`src/rtl/cid_pkg.sv`:
```
package cid_pkg;
  localparam int BYTE_W = 8;
  localparam logic [BYTE_W-1:0] CID_RESERVED = 8'hFF;

  typedef enum logic {
    BUS_NARROW = 1'b0,
    BUS_WIDE   = 1'b1
  } bus_width_e;
endpackage

```
`src/rtl/cid_rst_sync.sv`:
```
module cid_rst_sync #(
  parameter int STAGES = 2
) (
  input  logic clk,
  input  logic rst_n,
  output logic rst_n_sync
);
  logic [STAGES-1:0] sync_q;
  logic [STAGES-1:0] sync_d;

  always_comb begin
    sync_d = {sync_q[STAGES-2:0], 1'b1};
  end

  always_ff @(posedge clk or negedge rst_n) begin
    if (!rst_n) sync_q <= '0;
    else        sync_q <= sync_d;
  end

  assign rst_n_sync = sync_q[STAGES-1];
endmodule

```
`src/rtl/cid_addr_decode.sv`:
```
module cid_addr_decode #(
  parameter int ADDR_W   = 26,
  parameter int DEC_BITS = 26
) (
  input  logic [ADDR_W-1:0] addr,
  input  cid_pkg::bus_width_e width,
  output logic              hit
);
  logic upper_ones;
  logic lane_ok;
  logic unused_a0;

  assign unused_a0 = addr[0];

  generate
    if (DEC_BITS > 2) begin : g_cmp
      assign upper_ones = &addr[DEC_BITS-1:2];
    end else begin : g_nocmp
      assign upper_ones = 1'b1;
    end
    if (DEC_BITS < ADDR_W) begin : g_part
      logic [ADDR_W-DEC_BITS-1:0] unused_hi;
      assign unused_hi = addr[ADDR_W-1:DEC_BITS];
    end
  endgenerate

  always_comb begin
    // wide bank ignores bit 1; narrow bank needs it set (bit 0 always ignored)
    lane_ok = (width == cid_pkg::BUS_WIDE) ? 1'b1 : addr[1];
    hit     = upper_ones & lane_ok;
  end
endmodule

```
`src/rtl/cid_drive.sv`:
```
module cid_drive #(
  parameter int          DATA_W     = 32,
  parameter logic [7:0]  CLASS_CODE = 8'h5A,
  parameter bit          PRESENT    = 1'b1,
  localparam int         LANES      = DATA_W / cid_pkg::BYTE_W
) (
  input  logic               cs_n,
  input  logic               oe_n,
  input  logic               hit,
  input  cid_pkg::bus_width_e width,
  output logic [LANES-1:0]   lane_en,
  output logic [DATA_W-1:0]  data
);
  logic [LANES-1:0] width_mask;

  genvar gi;
  generate
    for (gi = 0; gi < LANES; gi++) begin : g_mask
      assign width_mask[gi] = (width == cid_pkg::BUS_WIDE) || (gi < LANES / 2);
    end

    if (PRESENT) begin : g_present
      logic fire;
      always_comb begin
        fire    = !cs_n && !oe_n && hit;
        lane_en = fire ? width_mask : '0;
        data    = fire ? {{(DATA_W-cid_pkg::BYTE_W){1'b0}}, CLASS_CODE} : '0;
      end
    end else begin : g_absent
      logic unused_in;
      assign unused_in = cs_n ^ oe_n ^ hit ^ (^width_mask);
      assign lane_en   = '0;
      assign data      = '0;
    end
  endgenerate
endmodule

```
`src/rtl/cid_bus_keeper.sv`:
```
module cid_bus_keeper #(
  parameter int DATA_W = 32,
  localparam int LANES = DATA_W / cid_pkg::BYTE_W
) (
  input  logic               clk,
  input  logic               rst_n,
  input  cid_pkg::bus_width_e width,
  input  logic [LANES-1:0]   rsp_lane_en,
  input  logic [DATA_W-1:0]  rsp_data,
  input  logic               host_drive,
  input  logic [DATA_W-1:0]  host_data,
  output logic [DATA_W-1:0]  bus_level
);
  localparam int BW = cid_pkg::BYTE_W;

  genvar gi;
  generate
    for (gi = 0; gi < LANES; gi++) begin : g_lane
      logic          host_lane;
      logic          any_drv;
      logic [BW-1:0] drv_val;
      logic [BW-1:0] hold_q;

      always_comb begin
        host_lane = host_drive && ((width == cid_pkg::BUS_WIDE) || (gi < LANES / 2));
        any_drv   = rsp_lane_en[gi] || host_lane;
        drv_val   = rsp_lane_en[gi] ? rsp_data[gi*BW +: BW] : host_data[gi*BW +: BW];
      end

      always_ff @(posedge clk or negedge rst_n) begin
        if (!rst_n)       hold_q <= '0;
        else if (any_drv) hold_q <= drv_val;
      end

      assign bus_level[gi*BW +: BW] = any_drv ? drv_val : hold_q;
    end
  endgenerate
endmodule

```
`src/rtl/cid_responder.sv`:
```
module cid_responder #(
  parameter int         ADDR_W     = 26,
  parameter int         DATA_W     = 32,
  parameter int         DEC_BITS   = 26,
  parameter logic [7:0] CLASS_CODE = 8'h5A,
  parameter bit         PRESENT    = 1'b1,
  localparam int        LANES      = DATA_W / 8
) (
  input  logic              clk,
  input  logic              rst_n,
  input  logic              cs_n,
  input  logic              oe_n,
  input  logic [ADDR_W-1:0] addr,
  input  logic              bus_wide,
  input  logic              host_drive,
  input  logic [DATA_W-1:0] host_data,
  output logic [LANES-1:0]  rsp_lane_en,
  output logic [DATA_W-1:0] rsp_data,
  output logic [DATA_W-1:0] bus_level
);
  cid_pkg::bus_width_e width;
  logic                hit;
  logic                rst_n_int;

  assign width = bus_wide ? cid_pkg::BUS_WIDE : cid_pkg::BUS_NARROW;

  cid_rst_sync #(.STAGES(2)) u_rst (
    .clk        (clk),
    .rst_n      (rst_n),
    .rst_n_sync (rst_n_int)
  );

  cid_addr_decode #(.ADDR_W(ADDR_W), .DEC_BITS(DEC_BITS)) u_dec (
    .addr  (addr),
    .width (width),
    .hit   (hit)
  );

  cid_drive #(.DATA_W(DATA_W), .CLASS_CODE(CLASS_CODE), .PRESENT(PRESENT)) u_drv (
    .cs_n    (cs_n),
    .oe_n    (oe_n),
    .hit     (hit),
    .width   (width),
    .lane_en (rsp_lane_en),
    .data    (rsp_data)
  );

  cid_bus_keeper #(.DATA_W(DATA_W)) u_keep (
    .clk         (clk),
    .rst_n       (rst_n_int),
    .width       (width),
    .rsp_lane_en (rsp_lane_en),
    .rsp_data    (rsp_data),
    .host_drive  (host_drive),
    .host_data   (host_data),
    .bus_level   (bus_level)
  );
endmodule

```
`config.mk`:
```
export PLATFORM = sky130hd
export DESIGN_NAME = cid_responder
export DESIGN_NICKNAME = d
export VERILOG_FILES = /design/src/rtl/cid_pkg.sv /design/src/rtl/cid_rst_sync.sv /design/src/rtl/cid_addr_decode.sv /design/src/rtl/cid_drive.sv /design/src/rtl/cid_bus_keeper.sv /design/src/rtl/cid_responder.sv
export SDC_FILE = /design/constraint.sdc
export NUM_CORES = 1
export LEC_CHECK = 0
export CAP_MARGIN = 20
export CORE_MARGIN = 4
export CORE_UTILIZATION = 41
export CTS_BUF_LIST = sky130_fd_sc_hd__clkbuf_8
export DETAILED_ROUTE_END_ITERATION = 6
export HOLD_SLACK_MARGIN = 0.05
export PLACE_DENSITY = 0.95
export SYNTH_ARGS = -nofsm -noshare
export SYNTH_HDL_FRONTEND = slang
export SYNTH_HIERARCHICAL = 1
export SYNTH_SLANG_ARGS = --single-unit
```
`constraint.sdc`:
```
create_clock -name clk -period 8.55 [get_ports clk]
set_input_delay 1.71 -clock clk [delete_from_list [all_inputs] [get_ports clk]]
set_output_delay 1.71 -clock clk [all_outputs]
set_load 0.005 [all_outputs]
```
==> results.yml <==
logic_synthesis:
  synth_edf_count: 0
  synthTopCellsByArea: "dfrtp_1 41%, buf_4 14%, o311ai_2 7.9%"
  synth_most_common_cell: "buf_4"
  ys_top_cells_by_count: "38 x buf_4, 34 x dfrtp_1, 32 x nand2_1"
  yosysTopAreaCell: "dfrtp_1"
  synthArstFlopShare_pct: 100
  ys_ff_latch: 34
  ys_seq_area_share_pct: 41.1
  syn_area_mm2: 0.00207
  ys_types: 21
  synthCells: 208
  netlist.area_leader.share_pct: 41.1
  avgSynthCellArea_um2: 9.96
  synth_top_flop_cell: "dfrtp_1"
  yosys_warnings: 6
routing:
  drc: 0
  dr.pass1.iters: 4
  vias: 1773
  vias_per_cell: 4.83
  avgRoutedWirePerCell_um: 15.0
  postRouteAntennaNets: 0
  wirelength_mm: 5.51
  drtIter0Drc: 49
sta:
  setup_viol: 0
  fin_crit_sh_pct: 80.8
  finalHoldViolations: 0
  slew_headroom_pct: 36.8
  worst_pin_slew_ps: 948
  layout_min_cycle_time_ps: 6910
  rsz0062_at_grt: "no"
  fmax_mhz: 145
  setup_tns_ps: 0
  fin_skew_ps: 5.32
  drv_slew: 0
worst_setup_path:
  worstPathMaxFanout: 50
  critPathLaunchType: "input pin"
  path_cells: "clkdlybuf4s50_1, buf_4, nor2_1, or4_1, nor4_2, and4bb_2, nand4b_1, o311ai_2, clkdlybuf4s50_1"
  end_kind: "primary output"
  crit_family: "simple AND/OR/NAND/NOR gates"
  crit_top_cell: "clkdlybuf4s50_1"
  critPathSlowestCell: "and4bb_2"
  cpPeakStageDelay_ps: 910
  crit_buf_inv: 3
  arrival_ps: 5200
  crit_required_ps: 6840
  worstSetupPathType: "input pin to primary output"
floorplanning:
  core_area_mm2: 0.00482
  dieHeight_um: 79.1
  die_area_mm2: 0.00625
  num_rows: 25
  fp.dieW_um: 79.1
  initial_utilization_pct: 43.0
  io_pins: 132
grt:
  grt_use_met3_pct: 5.90
  grt_pass1_vias: 1861
  use_met2_pct: 33.3
  met1_usage_pct: 19.5
  grt_max_degree: 51
  gr-max-usage-layer: "met2"
  antenna_found_initial: 0
  grt_pass1_wl_mm: 8.85
  grt_use_total_pct: 18.1
  grt_overflow: 0
placed_design:
  place_congestion: 0.715
  numPortBuffers: 102
  place_hpwl_mm: 4.29
cts:
  numCtsBuffers: 5
  cts.sinks: 34
  clk_latency_ps: 280
  clkSlewWorstSetupHoldPaths_ps: 70
  holdBufCountCts: 0
  clk_path_buf_depth: 2
  root_buffer: "clkbuf_8"
  cts_resized: 0
  cts_tree: "built"
  htreeDepth: 2
  cts_setup_buffers: 0
outcome:
  status: "finished, final reports clean"
layout:
  antenna_cells: 0
  nets: 364
  fillers: 413
  area_delta_synth_final_pct: 46.8
  drive_gt1_share_pct: 8.67
power:
  peakVddDrop_mv: 0.101
  total_power_uw: 406
  power_density_mw_per_mm2: 134
  total_leakage_power_uw: 0.00124
min_path:
  min_path_type: "flip-flop to async pin"
job:
  cap_violations: 0
[path summary, 6_finish.rpt]
| path | startpoint | to | slack, ps | depth (start not counted) |
|---|---|---|---|---|
| worst min-delay path | u_rst/sync_q[1] | u_keep/g_lane[0].hold_q[7] | 100 | 0 |
| min in group clk | u_rst/sync_q[0] | u_rst/sync_q[1] | 360 | 0 |
| worst min register to register | u_rst/sync_q[1] | u_keep/g_lane[0].hold_q[7] | 100 | 0 |
| worst max-delay path | bus_wide | bus_level[16] | 1640 | 9 |
| max in group asynchronous | rst_n | u_rst/sync_q[1] | 6850 | 1 |
| worst max register to register | u_keep/g_lane[3].hold_q[0] | u_keep/g_lane[3].hold_q[0] | 7710 | 2 |
[sequential cells by signal, summed over array words and instances (netlist names)]
register and flops:
u_rst/sync_q 2, u_keep/g_lane.hold_q 32
[worst register-to-register path: stages (launching register included)]
cell and delay, ps:
dfrtp_1 320, inv_1 40, o311ai_1 350
[per-layer routing]
layer	share of wire (%)	wire, um
met5	0	0
met4	0.85	47
met3	7.7	424
met2	53	2930
met1	38	2120
[kinds of logic (layout without fill, tap and decap cells)]
group,Yosys count,in the layout,share of synthesized area (%)
muxes,16,16,7.73
DFF,34,34,41.1
AOI/OAI and AO/OA,32,32,14.3
other,2,29,0.363
buffers and inverters,64,129,19.6
and+or+nand+nor,60,60,16.9
[report_power, final]
| part | internal, uW | leakage (uW) | switching [uW] | total [uW] |
|---|---|---|---|---|
| clock | 54.6 | 0.0000438 | 53.5 | 108 |
| combinational | 69.8 | 0.000791 | 44.3 | 114 |
| sequential | 178 | 0.000407 | 5.24 | 184 |
| total | 303 | 0.00124 | 103 | 406 |
[per-stage QoR]
| stage | hold WS, ps | cell area (um2) | std cells | util (%) | worst slack [ps] |
|---|---|---|---|---|---|
| 6_report | 101 | 3040 | 367 | 63.1 | 1640 |
| 5_1_grt | 120 | 3040 | 367 | 63.1 | 1380 |
| 4_1_cts | 111 | 3040 | 367 | 63.1 | 1560 |
| 3_5_place_dp | 112 | 2960 | 360 | 61.5 | 1570 |
| 3_3_place_gp | 103 | 2960 | 360 | 61.5 | 1610 |
| 2_1_floorplan | 331 | 2170 | 235 | - | 3130 |
[cells in the final DEF, fill, tap and decap left out, types with 6 or more instances in the layout]
cell type,n
mux2i_1,16
nand4_1,6
conb_1,29
nand4b_1,16
clkdlybuf4s50_1,101
o311ai_2,10
inv_1,16
nand2_1,32
o311ai_1,6
dfrtp_1,34
o21ai_1,11
[cell type report]
| cell class | count | area [um2] | share of cell area (%) |
|---|---|---|---|
| clock buffer | 5 | 68.8 | 2.26 |
| clock inverter | 2 | 10.0 | 0.329 |
| inverter | 16 | 60.1 | 1.98 |
| multi-input combinational | 137 | 920 | 30.3 |
| sequential | 34 | 851 | 28.0 |
| tap | 67 | 83.8 | 2.76 |
| timing repair buffer | 106 | 1050 | 34.4 |
Power figures use the tool's default switching activity.
